<file path="src/rtl/scp_pkg.sv">
package scp_pkg;
    localparam logic [7:0] ADDR_CW1    = 8'h6A;
    localparam logic [7:0] ADDR_CW2    = 8'h6B;
    localparam logic [7:0] ADDR_STREAM = 8'h6C;
    localparam logic [3:0] PREAMBLE    = 4'b1010;
    localparam int         ADDR_BITS   = 8;

    typedef enum logic [2:0] {
        ST_IDLE,
        ST_ADDR,
        ST_LOAD,
        ST_STREAM,
        ST_IGNORE
    } state_t;
endpackage

</file>
<file path="src/rtl/scp_sync_edge.sv">
module scp_sync_edge #(
    parameter int N = 3
) (
    input  logic         clk,
    input  logic         rst_n,
    input  logic [N-1:0] async_in,
    output logic [N-1:0] sync_q,
    output logic [N-1:0] prev_q,
    output logic [N-1:0] rise,
    output logic [N-1:0] fall
);
    for (genvar i = 0; i < N; i++) begin : g_bit
        logic meta, stab, last;
        always_ff @(posedge clk or negedge rst_n) begin
            if (!rst_n) begin
                meta <= 1'b0;
                stab <= 1'b0;
                last <= 1'b0;
            end else begin
                meta <= async_in[i];
                stab <= meta;
                last <= stab;
            end
        end
        assign sync_q[i] = stab;
        assign prev_q[i] = last;
        assign rise[i]   = stab & ~last;
        assign fall[i]   = ~stab & last;
    end
endmodule

</file>
<file path="src/rtl/scp_tx_framer.sv">
module scp_tx_framer
    import scp_pkg::*;
#(
    parameter int ENTRY_W = 28
) (
    input  logic               clk,
    input  logic               rst_n,
    input  logic               active,
    input  logic               shift,
    input  logic [ENTRY_W-1:0] entry,
    input  logic               entry_valid,
    output logic               do_bit,
    output logic               pop
);
    localparam int WORD_W = ENTRY_W + 4;
    localparam int IDX_W  = $clog2(WORD_W);
    localparam logic [IDX_W-1:0] LAST_IDX = IDX_W'(WORD_W - 1);

    logic [WORD_W-1:0] word_sh;
    logic [IDX_W-1:0]  idx;
    logic              word_live;
    logic [WORD_W-1:0] fresh;

    always_comb begin
        fresh = entry_valid ? {PREAMBLE, entry} : '0;
    end

    always_ff @(posedge clk or negedge rst_n) begin
        if (!rst_n) begin
            word_sh   <= '0;
            idx       <= '0;
            word_live <= 1'b0;
            do_bit    <= 1'b1;
            pop       <= 1'b0;
        end else if (!active) begin
            idx       <= '0;
            word_live <= 1'b0;
            do_bit    <= 1'b1;
            pop       <= 1'b0;
        end else begin
            pop <= 1'b0;
            if (shift) begin
                if (idx == '0) begin
                    do_bit    <= fresh[WORD_W-1];
                    word_sh   <= {fresh[WORD_W-2:0], 1'b0};
                    word_live <= entry_valid;
                    idx       <= idx + 1'b1;
                end else begin
                    do_bit  <= word_sh[WORD_W-1];
                    word_sh <= {word_sh[WORD_W-2:0], 1'b0};
                    if (idx == LAST_IDX) begin
                        idx <= '0;
                        pop <= word_live;
                    end else begin
                        idx <= idx + 1'b1;
                    end
                end
            end
        end
    end
endmodule

</file>
<file path="src/rtl/scp_ce_watchdog.sv">
module scp_ce_watchdog #(
    parameter int LIMIT = 86640
) (
    input  logic clk,
    input  logic rst_n,
    input  logic ce_high,
    output logic overrun
);
    localparam int CNT_W = $clog2(LIMIT + 1);
    localparam logic [CNT_W-1:0] TRIP = CNT_W'(LIMIT - 1);

    logic [CNT_W-1:0] cnt;

    always_ff @(posedge clk or negedge rst_n) begin
        if (!rst_n) begin
            cnt     <= '0;
            overrun <= 1'b0;
        end else if (!ce_high) begin
            cnt     <= '0;
            overrun <= 1'b0;
        end else if (cnt == TRIP) begin
            overrun <= 1'b1;
        end else begin
            cnt <= cnt + 1'b1;
        end
    end
endmodule

</file>
<file path="src/rtl/serial_ctrl_port.sv">
module serial_ctrl_port
    import scp_pkg::*;
#(
    parameter int            CW_W       = 16,
    parameter int            ENTRY_W    = 28,
    parameter int            CE_LIMIT   = 86640,
    parameter int            SYR_BIT    = 5,
    parameter logic [CW_W-1:0] RSVD1_MASK = 16'h8200,
    parameter logic [CW_W-1:0] RSVD2_MASK = 16'h0030,
    parameter logic [CW_W-1:0] CW1_INIT   = 16'h0152,
    parameter logic [CW_W-1:0] CW2_INIT   = 16'h0106
) (
    input  logic               clk,
    input  logic               rst_n,
    input  logic               ce_pin,
    input  logic               cl_pin,
    input  logic               di_pin,
    output logic               do_pin,
    input  logic               sync_rst_pin,
    input  logic [ENTRY_W-1:0] fifo_entry,
    input  logic               fifo_valid,
    output logic               fifo_pop,
    output logic [CW_W-1:0]    ctrl_word1,
    output logic [CW_W-1:0]    ctrl_word2,
    output logic               sync_reset,
    output logic               ce_overrun
);
    localparam int DC_W  = $clog2(CW_W + 1);
    localparam int DI_W  = $clog2(CW_W);
    localparam int AC_W  = $clog2(ADDR_BITS);
    localparam logic [AC_W-1:0] ADDR_LAST = AC_W'(ADDR_BITS - 1);

    logic [2:0] pin_q, pin_prev, pin_rise, pin_fall;
    logic ce_q, ce_prev, ce_fall, di_q, cl_rise, cl_fall;

    scp_sync_edge #(.N(3)) u_sync (
        .clk      (clk),
        .rst_n    (rst_n),
        .async_in ({di_pin, cl_pin, ce_pin}),
        .sync_q   (pin_q),
        .prev_q   (pin_prev),
        .rise     (pin_rise),
        .fall     (pin_fall)
    );

    assign ce_q    = pin_q[0];
    assign ce_prev = pin_prev[0];
    assign ce_fall = pin_fall[0];
    assign cl_rise = pin_rise[1];
    assign cl_fall = pin_fall[1];
    assign di_q    = pin_q[2];

    state_t state, state_next;
    logic [ADDR_BITS-2:0] addr_sh;
    logic [AC_W-1:0]      bit_cnt;
    logic [CW_W-1:0]      data_sh;
    logic [DC_W-1:0]      dcnt;
    logic                 to_cw2;
    logic [7:0]           addr_full;

    assign addr_full = {di_q, addr_sh};

    always_comb begin
        state_next = state;
        unique case (state)
            ST_IDLE: begin
                if (ce_q) state_next = ST_ADDR;
            end
            ST_ADDR: begin
                if (!ce_q) begin
                    state_next = ST_IDLE;
                end else if (cl_rise && bit_cnt == ADDR_LAST) begin
                    if (addr_full == ADDR_CW1 || addr_full == ADDR_CW2)
                        state_next = ST_LOAD;
                    else if (addr_full == ADDR_STREAM)
                        state_next = ST_STREAM;
                    else
                        state_next = ST_IGNORE;
                end
            end
            ST_LOAD, ST_STREAM, ST_IGNORE: begin
                if (!ce_q) state_next = ST_IDLE;
            end
            default: state_next = ST_IDLE;
        endcase
    end

    always_ff @(posedge clk or negedge rst_n) begin
        if (!rst_n) state <= ST_IDLE;
        else        state <= state_next;
    end

    always_ff @(posedge clk or negedge rst_n) begin
        if (!rst_n) begin
            addr_sh    <= '0;
            bit_cnt    <= '0;
            data_sh    <= '0;
            dcnt       <= '0;
            to_cw2     <= 1'b0;
            ctrl_word1 <= CW1_INIT & ~RSVD1_MASK;
            ctrl_word2 <= CW2_INIT & ~RSVD2_MASK;
        end else begin
            if (state == ST_IDLE) begin
                bit_cnt <= '0;
                dcnt    <= '0;
            end
            if (state == ST_ADDR && cl_rise) begin
                if (bit_cnt != ADDR_LAST) addr_sh[bit_cnt] <= di_q;
                bit_cnt <= bit_cnt + 1'b1;
            end
            if (state == ST_ADDR && state_next == ST_LOAD) begin
                to_cw2 <= (addr_full == ADDR_CW2);
            end
            if (state == ST_LOAD && cl_rise && dcnt < DC_W'(CW_W)) begin
                data_sh[dcnt[DI_W-1:0]] <= di_q;
                dcnt <= dcnt + 1'b1;
            end
            if (state == ST_LOAD && ce_fall && dcnt == DC_W'(CW_W)) begin
                if (to_cw2) ctrl_word2 <= data_sh & ~RSVD2_MASK;
                else        ctrl_word1 <= data_sh & ~RSVD1_MASK;
            end
        end
    end

    scp_tx_framer #(.ENTRY_W(ENTRY_W)) u_framer (
        .clk         (clk),
        .rst_n       (rst_n),
        .active      (state_next == ST_STREAM),
        .shift       (cl_fall),
        .entry       (fifo_entry),
        .entry_valid (fifo_valid),
        .do_bit      (do_pin),
        .pop         (fifo_pop)
    );

    scp_ce_watchdog #(.LIMIT(CE_LIMIT)) u_wdog (
        .clk     (clk),
        .rst_n   (rst_n),
        .ce_high (ce_q),
        .overrun (ce_overrun)
    );

    assign sync_reset = ctrl_word1[SYR_BIT] | sync_rst_pin;
endmodule

</file>
<file path="config.mk">
export PLATFORM = sky130hd
export DESIGN_NAME = serial_ctrl_port
export DESIGN_NICKNAME = d
export VERILOG_FILES = /design/src/rtl/scp_pkg.sv /design/src/rtl/scp_sync_edge.sv /design/src/rtl/scp_tx_framer.sv /design/src/rtl/scp_ce_watchdog.sv /design/src/rtl/serial_ctrl_port.sv
export SDC_FILE = /design/constraint.sdc
export NUM_CORES = 1
export LEC_CHECK = 0
export CAP_MARGIN = 5
export CORE_UTILIZATION = 35
export DETAILED_ROUTE_END_ITERATION = 6
export SYNTH_ARGS = -nofsm -noshare
export SYNTH_HDL_FRONTEND = slang
export SYNTH_SLANG_ARGS = --single-unit
export TNS_END_PERCENT = 30
</file>
<file path="constraint.sdc">
create_clock -name clk -period 2.5 [get_ports clk]
set_input_delay 0.5 -clock clk [delete_from_list [all_inputs] [get_ports clk]]
set_output_delay 0.5 -clock clk [all_outputs]
set_load 0.01 [all_outputs]
</file>
After elaboration in Yosys (flattened, before gate mapping) --
Cells that the tools add are included.
Operators by class: add/sub/neg operators 4, order comparisons 5, eq/ne operators 18, mux-type cells 37, bitwise operators 8, reductions and logical operators 20
Operators with widths (number):
- $mux 32 | 2
- $mux 17 | 2
- $mux 5 | 6
- $eq 8x7->1 const B | 3
- $mux 3 | 8
- $add 17x1->17 const B | 1
- $eq 17x17->1 const B | 1
- $bwmux 16 | 1
- $mux 1 | 14
- $eq 3x2->1 const B | 4
- $add 5x1->5 const B | 2
- $eq 5x5->1 const B | 2
- $reduce_and 2->1 | 5
- $logic_and 1x1->1 | 9
- $pmux 3 s3 | 1
- $bwmux 7 | 1
- $eq 3x3->1 const B | 2
- $ne 2x2->1 const B | 3
- $logic_not 5->1 | 1
- $lt 4x5->1 const B | 1
- $lt 5x5->1 const B | 1
- $demux 1 s4 | 1
- $ge 4x1->1 const B | 1
- $lt 3x4->1 const B | 1
- 13 further kinds | 19
Storage, ports and cells: register bits 129, output and inout bits 36

Longest topological paths before layout --
word-level depth 9, mapped depth 9, gate-level depth less buffers 7

Hierarchy --
From an unflattened synthesis, not the netlist that was laid out.
Second synthesis, totals: cell total of the unflattened synthesis 552, area total of the unflattened synthesis 6030.8 um^2
Modules (own cells, without submodules):
- serial_ctrl_port | instances 1, cells an instance 221, area an instance 2890.3 um^2
- scp_tx_framer | instances 1, cells an instance 213, area an instance 1869.3 um^2
- scp_ce_watchdog | instances 1, cells an instance 97, area an instance 963.4 um^2
- scp_sync_edge | instances 1, cells an instance 21, area an instance 307.8 um^2

Worst setup path after synthesis --
OpenSTA, ideal clock, no wires.
kind register to register, start register bit_cnt[1], end register u_framer.word_sh[16], library setup time 0.128 ns, arrival 1.992 ns, path slack 0.380 ns, cell stages (with the launch flop) 9, buffers on the path 1, cells stage by stage dfrtp_1 > ha_1 > ha_1 > and4b_1 > o2111ai_1 > a21oi_1 > nand3_2 > buf_2 > mux2_1
On the way: cells in the longest elaborated chain, start to end 7
Ends and longest elaborated chain:
- start: declaration | line serial_ctrl_port.sv:55 | logic [AC_W-1:0] bit_cnt;
- start signal: assignment | line serial_ctrl_port.sv:109 | bit_cnt <= bit_cnt + 1'b1;
- $eq 3x3->1 | line serial_ctrl_port.sv:72 | end else if (cl_rise && bit_cnt == ADDR_LAST) begin
- $logic_and 1x1->1 | line serial_ctrl_port.sv:72
- $mux 3 | line serial_ctrl_port.sv:72
- $mux 3 | line serial_ctrl_port.sv:70 | if (!ce_q) begin
- $pmux 3 s3 | line serial_ctrl_port.sv:65 | unique case (state)
- net state_next[1] | line serial_ctrl_port.sv:53 | state_t state, state_next;
- $eq 3x2->1 | line serial_ctrl_port.sv:128 | .active (state_next == ST_STREAM),
- $reduce_and 2->1 (no line)
- end signal: assignment | line scp_tx_framer.sv:45 | word_sh <= {fresh[WORD_W-2:0], 1'b0};
- end signal: assignment | line scp_tx_framer.sv:50 | word_sh <= {word_sh[WORD_W-2:0], 1'b0};
- end: declaration | line scp_tx_framer.sv:19 | logic [WORD_W-1:0] word_sh;
The timed path passes the listed nets, and every way through them passes these cells. A chain may end at the register's enable or synchronous reset.

Worst setup path in the final report --
start register bit_cnt[1], end register u_framer.word_sh[5]
The elaborated chain is that of the path after synthesis.

==> results_dict.tcl <==
set metrics [dict create \
    grt_max_degree 62 \
    power.leakage_nw 3.131 \
    cts_root_buffer "clkbuf_16" \
    finalMaxSlewViolations 0 \
    layout_commonest_cell "dfrtp_1" \
    synth_top_family_by_area "simple AND/OR/NAND/NOR gates" \
    peakVddDrop_mv 0.4736 \
    ys_seq_elements 128 \
    yosys_warnings 0 \
    synth-adder-area-share_pct 2.105 \
    core_um2 16580 \
    overflow 0 \
    synthesis.area_um2 5944 \
    syn_avg_cell_area_um2 11.17 \
    rows 47 \
    path_buf_inv 1 \
    yosysTopAreaCell "dfrtp_1" \
    synth.distinct_cells 46 \
    cts_resized 0 \
    synth-seq-area-share_pct 54.05 \
    die_area_um2 17510 \
    firstDrtPassIters 5 \
    grt_pass1_vias 4254 \
    dp_hpwl_um 7810 \
    path_common_cell "ha_1" \
    gp_congestion 0.7623 \
    clk_latency_ns 0.41 \
    max_cap_violations 0 \
    wl_per_cell_um 13.95 \
    viasPerCell 4.813 \
    arrival_ns 2.56 \
    yosys-top-cells-area "dfrtp_1, mux2_2, nand2_1" \
    post_cts_buffers 0 \
    synth-compound-area-share_pct 5.283 \
    syn_inst 532 \
    fp.dieH_um 132.3 \
    rr_worst_depth 8 \
    finalSetupTns_ns 0 \
    finalHoldViolations 0 \
    cts_buffers 17 \
    async_flop_share_pct 100.0 \
    clk_pin_slew_ns 0.05 \
    hp-class "input pin to asynchronous set/reset pin" \
    crit_type "register to register" \
    die_w_um 132.3 \
    cts_tree "done" \
    cp_data_required_time_ns 2.79 \
    timing.final.crit_share_pct 91.00 \
    muxShareOfSynthArea_pct 16.33 \
    clock-sinks 128 \
    netlist.area_leader.share_pct 50.52 \
    setup_viol 0 \
    cp_slowest_cell "dfrtp_1" \
    maxSlewHeadroom_pct 64.21 \
    syn_to_final_growth_pct 24.90 \
    tightest_slew_ns 0.5368 \
    fin_nets 646 \
    end_kind "register" \
    start_kind "register" \
    track_usage_pct 14.62 \
    post-route-min-period_ns 2.275 \
    portBuffers 66 \
    final_cell_mix "dfrtp_1, nand2_1, mux2_2, clkdlybuf4s50_1, o21ai_0" \
    htreeDepth 4 \
    antenna_left 0 \
    synth_flop_cell "dfrtp_1" \
    status "complete, no violations" \
    synthSimpleGateAreaFrac_pct 16.69 \
    drtIter0Drc 153 \
    r2r_start "bit_cnt[1]" \
    clock.fmax_mhz 439.5 \
    drc 0 \
    grt_pass1_wl_um 20310 \
    crit_chain "ha_1 -> ha_1 -> and4b_1 -> o2111ai_1 -> a21oi_1 -> nand3_2 -> buf_12 -> mux2_1" \
    synth_xor_area_share_pct 2.063 \
    path_max_fanout 31 \
    r2r-end "u_framer.word_sh[5]" \
    vias 4014 \
    cp_top_family "flip-flops" \
    io_pins 71 \
    routed_wl_um 11640 \
    whs_ns 0.06602 \
    postCtsHoldBufs 0 \
    synth_edf_count 0 \
    regToRegSetupSlack_ns 0.22 \
    crit_path_max_incr_delay_ns 0.47 \
    initial_core_util_pct 35.85 \
    drive_above_1_share_pct 20.85 \
    cts_buffer_depth 2 \
    p_per_area_nw_per_um2 629.8 \
    diodes 0 \
    rsz0062_at_grt "false" \
    finClkSkew_ns 0.009349 \
    grt_antenna_before_repair 0 \
]
## power by group
group	leakage [nW]	internal (mW)	switching [mW]	total, mW
logic	1.27	0.0933	0.100	0.194
clock network	0.279	1.51	0.844	2.35
registers	1.59	2.10	0.0280	2.13
## synth_stat cells, types with 8 or more instances
cell type / n
dfrtp_1: 120
nand2_1: 83
mux2_2: 74
o21ai_0: 37
nand3_1: 30
clkbuf_1: 20
inv_1: 15
and2_1: 13
nor2_1: 12
ha_1: 10
a21oi_1: 8
dfstp_2: 8
nor2b_1: 8
## worst max path at each step
stage | start | endpoint | slack [ns] | depth (start not counted)
after floorplan | bit_cnt[1] | u_framer.word_sh[16] | 0.38 | 8
after detailed placement | bit_cnt[1] | u_framer.word_sh[5] | 0.22 | 8
after global placement | sync_rst_pin | sync_reset | 0.34 | 3
after CTS | bit_cnt[1] | u_framer.word_sh[5] | 0.21 | 8
after global routing | bit_cnt[1] | u_framer.word_sh[5] | 0.07 | 8
final | bit_cnt[1] | u_framer.word_sh[5] | 0.22 | 8
## logic make-up (layout without fill, tap and decap cells)
kind of cell / Yosys count / in the layout
and+or+nand+nor: 192 / 192
DFF: 128 / 128
muxes: 87 / 87
AOI/OAI and AO/OA: 54 / 54
buffers and inverters: 46 / 125
xor gates and xnor gates: 14 / 14
adders and majority gates: 10 / 10
other: 1 / 4
## metal layers
layer	GRT usage, %	wire (µm)
met1	17.61	5371
met2	24.50	5742
met3	4.152	380
met4	6.066	141
met5	0	0
## layout make-up
cell class | instances | area [µm²]
flip-flops and latches | 128 | 3213
inverters | 15 | 56.30
clock inverters | 7 | 85.08
fillers | 1568 | 9159
clock buffers | 25 | 475.5
multi-input cells | 361 | 2546
well taps | 220 | 275.3
repair buffers | 78 | 773.2
## registers in the layout (all words and copies together) (netlist names)
register and flops:
dcnt 5, state 3, ctrl_word2 14, bit_cnt 3
u_framer.word_live 1, u_sync.g_bit.last 2, u_sync.g_bit.meta 3, u_framer.pop 1
to_cw2 1, addr_sh 7, ctrl_word1 14, u_wdog.cnt 17
u_sync.g_bit.stab 3, data_sh 16, u_wdog.overrun 1, u_framer.do_bit 1
u_framer.idx 5, u_framer.word_sh 31
## metrics by stage
stage          cells  setup slack (ns)  area [µm²]  utilization (%)  total power, mW
6_report         834            0.2249        7425            44.77            4.676
5_1_grt          834           0.06867        7425            44.77            4.861
4_1_cts          834            0.2081        7425            44.77            4.741
3_5_place_dp     802            0.2219        6864            41.39            2.362
3_3_place_gp     802            0.3394        6864            41.39            2.355
2_1_floorplan    535            0.3805        5956                -            2.237
## worst reg2reg max path, stage by stage (launching register included)
cell and delay (ns):
dfrtp_1 0.47, ha_1 0.21, ha_1 0.22, and4b_1 0.20
o2111ai_1 0.13, a21oi_1 0.25, nand3_2 0.13, buf_12 0.20
mux2_1 0.34
Power figures use the tool's default switching activity.
